==> config.mk <==
export PLATFORM = sky130hd
export DESIGN_NAME = irda_uart_tx
export DESIGN_NICKNAME = d
export VERILOG_FILES = /design/src/rtl/irda_uart_tx.sv
export SDC_FILE = /design/constraint.sdc
export NUM_CORES = 1
export LEC_CHECK = 0
export ABC_AREA = 1
export BUFFER_PORTS_ARGS = -buffer_cell sky130_fd_sc_hd__buf_2
export CORE_MARGIN = 2
export CORE_UTILIZATION = 50
export CTS_BUF_LIST = sky130_fd_sc_hd__clkbuf_4
export DETAILED_ROUTE_END_ITERATION = 10
export PLACE_DENSITY = 0.7
export SYNTH_ARGS = -nofsm -noshare
export SYNTH_HDL_FRONTEND = slang
export SYNTH_SLANG_ARGS = --single-unit
==> constraint.sdc <==
create_clock -name clk -period 1.95 [get_ports clk]
set_clock_uncertainty 0.05 [all_clocks]
set_input_delay 0.585 -clock clk [delete_from_list [all_inputs] [get_ports clk]]
set_output_delay 0.585 -clock clk [all_outputs]
set_load 0.02 [all_outputs]
==> src/rtl/irda_uart_tx.sv <==
module irda_uart_tx #(
  parameter int OSR    = 16,
  parameter int DATA_W = 8
) (
  input  logic              clk,
  input  logic              rst_n,
  input  logic              tick,
  input  logic              fifo_empty,
  input  logic [DATA_W-1:0] fifo_rdata,
  output logic              fifo_rd,
  input  logic              irda_en,
  input  logic              irda_wide,
  input  logic              tx_disable,
  output logic              tx_line,
  output logic              busy
);
  localparam int FRAME_W = DATA_W + 2;
  localparam int CNT_W   = $clog2(OSR);
  localparam int IDX_W   = $clog2(FRAME_W);
  localparam int W_NARROW = (3 * OSR) / 16;
  localparam int W_WIDE   = OSR / 4;
  localparam int S_NARROW = (OSR - W_NARROW) / 2;
  localparam int S_WIDE   = (OSR - W_WIDE) / 2;

  logic               busy_q;
  logic [FRAME_W-1:0] sh_q;
  logic [IDX_W-1:0]   idx_q;
  logic [CNT_W-1:0]   cnt_q;
  logic               last_tick;
  logic               in_pulse;
  int                 p_start, p_width;

  assign fifo_rd   = !busy_q && !fifo_empty && !tx_disable;
  assign last_tick = tick && (cnt_q == CNT_W'(OSR - 1));
  assign busy      = busy_q;

  always_ff @(posedge clk or negedge rst_n) begin
    if (!rst_n) begin
      busy_q <= 1'b0;
      sh_q   <= '1;
      idx_q  <= '0;
      cnt_q  <= '0;
    end else if (fifo_rd) begin
      busy_q <= 1'b1;
      sh_q   <= {1'b1, fifo_rdata, 1'b0};
      idx_q  <= '0;
      cnt_q  <= '0;
    end else if (busy_q && tick) begin
      if (last_tick) begin
        cnt_q <= '0;
        sh_q  <= {1'b1, sh_q[FRAME_W-1:1]};
        if (idx_q == IDX_W'(FRAME_W - 1)) busy_q <= 1'b0;
        else idx_q <= idx_q + 1'b1;
      end else begin
        cnt_q <= cnt_q + 1'b1;
      end
    end
  end

  always_comb begin
    p_start  = irda_wide ? S_WIDE : S_NARROW;
    p_width  = irda_wide ? W_WIDE : W_NARROW;
    in_pulse = (int'(cnt_q) >= p_start) && (int'(cnt_q) < p_start + p_width);
  end

  assign tx_line = irda_en ? (busy_q && !sh_q[0] && in_pulse)
                           : (!busy_q || sh_q[0]);
endmodule

## Word-level counts from Yosys, hierarchy flattened

Index checks and enable logic that the tools add are counted.

- Add/subtract/negate cells: 3
- $lt $le $gt $ge: 2
- Eq/ne operators: 3
- Muxes and demuxes: 16
- Reduce and logical (&&, ||, !) cells: 18

Operator list:

| operator | count |
|---|---|
| $mux W10 | 3 |
| $mux W4 | 7 |
| $add A4 B1 Y4 const B | 2 |
| $eq A4 B4 Y1 const B | 2 |
| $logic_and A1 B1 Y1 | 7 |
| $reduce_and A3 Y1 | 2 |
| $reduce_bool A2 Y1 | 3 |
| $mux W1 | 5 |
| $add A3 B3 Y4 const A | 1 |
| $ge A4 B3 Y1 const B | 1 |
| $logic_not A1 Y1 | 4 |
| $lt A4 B4 Y1 | 1 |
| $mux W3 | 1 |
| $ne A2 B2 Y1 const B | 1 |
| $reduce_and A2 Y1 | 1 |
| $logic_or A1 B1 Y1 | 1 |

- Flip-flop bits (word level): 19
- Input bits: 15
- Output and inout bits: 3
- Logic and storage cells: 46

## Depth between registers and ports, before layout

- Word-level depth: 6
- Gate-level depth with buffers: 8
- Gate-level depth less buffers: 8

## Least setup slack after synthesis

OpenSTA, ideal clock, no wires.

- Path kind: input-to-output
- From: input port irda_wide
- To: output port tx_line
- Arrival: 1.235 ns
- Path slack: 0.080 ns
- Cell stages on the path: 7
- Path buffers: 0
- Path through: inv_1 -> ha_1 -> o21ai_0 -> nand2_1 -> nand2_1 -> nand2_1 -> nand2_1

- Word-level cells in the longest chain between the ends: 6

RTL lines:

| item | line | source |
|---|---|---|
| start: declaration | 12 | `input logic irda_wide,` |
| $mux W3 | 62 | `p_width = irda_wide ? W_WIDE : W_NARROW;` |
| $add A3 B3 Y4 | 63 | `in_pulse = (int'(cnt_q) >= p_start) && (int'(cnt_q) < p_start + p_width);` |
| $lt A4 B4 Y1 | 63 |  |
| $logic_and A1 B1 Y1 | 63 |  |
| $logic_and A1 B1 Y1 | 66 | `assign tx_line = irda_en ? (busy_q && !sh_q[0] && in_pulse)` |
| $mux W1 | 66 |  |
| end: declaration | 14 | `output logic tx_line,` |

No other way between the ends.

## Worst setup path after layout

- From: register cnt_q[1]
- To: output port tx_line

- Word-level cells in the longest chain between the ends: 4
- Elaborated cells on any way between the ends: 5

RTL lines:

| item | line | source |
|---|---|---|
| start: declaration | 28 | `logic [CNT_W-1:0] cnt_q;` |
| start signal: assignment | 55 | `cnt_q <= cnt_q + 1'b1;` |
| $ge A4 B3 Y1 or $lt A4 B4 Y1 (tied branches) | 63 |  |
| $logic_and A1 B1 Y1 (*) | 63 |  |
| $logic_and A1 B1 Y1 (*) | 66 |  |
| $mux W1 (*) | 66 |  |

Every way passes the cells marked *; elsewhere a longest branch is shown, timed or not.

==> flow_summary_export.csv <==
group,metric,value,unit
run_status,violations,"negative setup slack",
route,avgViaCountPerCell,4.974,
worst_setup_path,crit_type,"reg -> out",
sta,rsz0062_at_grt,"yes",
route,first_pass_iters,4,
sta,post-route-period-util,1.040,
clock_tree,clockBufferDepth,2,
worst_setup_path,cp_cell_sequence,"ha_2, nand2_2, nand3_2, nand2_1, inv_1, nand2_1, nand2_1, buf_6",
final_layout,nFillCells,175,
sta,setup_violations,1,
sta,tightest_slew,0.4178,ns
floorplan,die-height,50.47,um
yosys,synth-edff-count,0,
floorplan,pin_count,18,
floorplan,rows,16,
route,routedWlPerCell,10.82,um
power_and_ir_drop,ir_drop,0.4572,mV
yosys,synthXorXnorAreaFrac,0.02433,
yosys,synthArstFlopShare,1.000,
final_layout,nets,190,
sta,min_period,2.028,ns
route,drt-total-wl,2.121,mm
grt,grt_pass1_vias,916,
route,route.detailed.drc,0,
route,ant_nets,0,
clock_tree,clk_pin_slew,0.10,ns
worst_setup_path,cp_num_buf_inv,2,
grt,grt-ovfl-total,0,
yosys,synth.area.top_cells,"dfstp_2, nand2_1, dfrtp_1",
placement,numPortBuffers,17,
run_status,run_status,"finished with violations",
route,vias,975,
flow_run,maxCapViolCount,0,
yosys,synth-seq-cells,18,
clock_tree,hold_buffers,0,
clock_tree,htree_levels,1,
placement,gp_congestion,0.7814,
yosys,post_synth_and_or_nand_nor_area_fraction,0.3835,
sta,fin_hold_ws,0.1588,ns
final_layout,synthToLayoutAreaGrowth,17.50,%
yosys,muxShareOfSynthArea,0,
yosys,yosysSeqAreaShare,0.4276,
worst_setup_path,cp.arrival,1.39,ns
clock_tree,clock_sinks,18,
worst_setup_path,cp-end-kind,"output port",
power_and_ir_drop,p_leak,0.7207,nW
yosys,synth.avg_cell_area,7.345,sq um
sta,hold_violations,0,
yosys,yosys_warnings,0,
clock_tree,cts_buffers,3,
yosys,synthTopCellsByCount,"nand2_1, nand3_1, inv_1",
yosys,synth_top_family_by_area,"simple AND/OR/NAND/NOR gates",
sta,fin_ws,-0.07808,ns
placement,dp_hpwl,1.548,mm
clock_tree,clkLatencyLatePin,0.29,ns
worst_setup_path,slowest_stage,"dfrtp_2",
worst_setup_path,cpLargestDelayFamily,"flip-flops",
route,drt_iter0_drc,25,
worst_setup_path,crit_path_start_kind,"flop",
yosys,syn_inst,147,
yosys,synthAdderAreaFrac,0.05794,
sta,max_freq,493.1,MHz
floorplan,initial_core_util,0.5394,
floorplan,die_area,2547,sq um
clock_tree,cts_tree,"done",
yosys,yosysMostFrequentCell,"nand2_1",
yosys,synth.largest_area_cell,"dfstp_2",
clock_tree,clockRootBuffer,"clkbuf_4",
sta,slew_viol_final,0,
grt,antenna_found_initial,0,
sta,relSlewSlack,0.7215,
grt,grt_pass1_wl,3.636,mm
power_and_ir_drop,power_density,855.7,nW/um^2
yosys,synth_cell_types,18,
yosys,synth-main-ff-cell,"dfstp_2",
yosys,netlist_area,1080,sq um
worst_setup_path,crit_path_frequent_cell,"nand2_1",
final_layout,n_antenna_cell,0,
floorplan,die_w,50.47,um
yosys,synth_compound_area_frac,0.03244,
yosys,syn_nets,167,
sta,fin_setup_tns,-0.07808,ns
final_layout,layout-drive-gt1-share,0.2722,
worst_setup_path,crit_fanout,3,
grt,grt_use_total,0.1864,
floorplan,core,2002,sq um
yosys,synth_top_area_share,0.2190,
worst_setup_path,critPathRequiredTime,1.31,ns
final_layout,fin_util,0.6338,
grt,grt_max_degree,26,
worst_setup_path,crit_path_max_incr_delay,0.45,ns
hold_path,min-delay-path-class,"in -> async",
-- state kept, by name (all words and copies together), names as in the netlist --
| signal | count |
|---|---|
| idx_q | 4 |
| sh_q | 9 |
| cnt_q | 4 |
| busy | 1 |
-- final timing paths --
path	start	end	slack (ns)	cells past startpoint
max in group asynchronous	rst_n	sh_q[0]	1.36	1
min	rst_n	busy	0.16	1
max	cnt_q[1]	tx_line	-0.08	8
min reg2reg	sh_q[7]	sh_q[7]	0.44	2
min in group clk	sh_q[7]	sh_q[7]	0.44	2
max reg2reg	cnt_q[1]	busy	0.50	7
-- per-layer routing --
metal	vias up	track usage	part of all wire	routed length [um]
met2	25	0.3377	0.50	1062
met4	0	0.07207	0.0061	13
met5	-	0	0	0
met3	2	0.02976	0.043	91
met1	450	0.2188	0.45	953
li1	498	-	-	-
-- power by group --
| part | switching, mW | total (mW) | internal, mW |
|---|---|---|---|
| clock network | 0.115 | 0.189 | 0.0744 |
| registers | 0.0715 | 0.523 | 0.452 |
| logic | 0.201 | 0.373 | 0.172 |
-- layout make-up --
type | count | area [sq um] | area share
multi-input combinational | 110 | 564.3 | 0.4448
sequential | 18 | 462.9 | 0.3649
timing repair buffer | 21 | 121.4 | 0.09566
inverter | 16 | 60.06 | 0.04734
tap | 27 | 33.78 | 0.02663
clock buffer | 3 | 22.52 | 0.01775
clock inverter | 1 | 3.754 | 0.002959
-- per-stage QoR --
step / total power, mW / area (sq um) / instances / setup slack [ns]
6_report: 1.086 / 1269 / 196 / -0.07808
5_1_grt: 1.169 / 1269 / 196 / -0.1557
4_1_cts: 1.071 / 1255 / 196 / -0.1172
3_5_place_dp: 0.8279 / 1194 / 190 / -0.1355
3_3_place_gp: 0.8047 / 1194 / 190 / -0.07293
2_1_floorplan: 0.7370 / 1080 / 147 / 0.07960
-- cell families (layout without fill, tap and decap cells) --
group,count (synthesis),in the layout
adder cells (fa/ha/maj),5,5
AO/OA/AOI/OAI,7,7
XOR/XNOR,3,3
AND/OR/NAND/NOR,95,95
flip-flops,18,18
buffers and inverters,19,41
-- layout by cell type, fill, tap and decap left out, drive strengths merged --
cell	n
xnor2	1
clkbuf	3
dfrtp	9
buf	21
clkinv	1
nand3	18
a21oi	1
inv	16
dfstp	9
o21ai	6
nand2	67
nor2	10
ha	5
xor2	2
-- what timing repair did --
item | 4_1_cts | 5_1_grt
setup buffers | 2 | 0
pin swaps | 4 | 4
setup endpoints to repair | 1 | 1
gates resized for setup | 5 | 4
-- worst reg2reg max path, cell delays in order (launching register included) --
cell	delay, ns
dfrtp_2	0.41
buf_4	0.14
ha_1	0.17
nand2_2	0.09
nor2_4	0.14
nand2_4	0.11
o21ai_0	0.19
inv_1	0.06
Note: power is estimated with default switching activity, not from simulation.
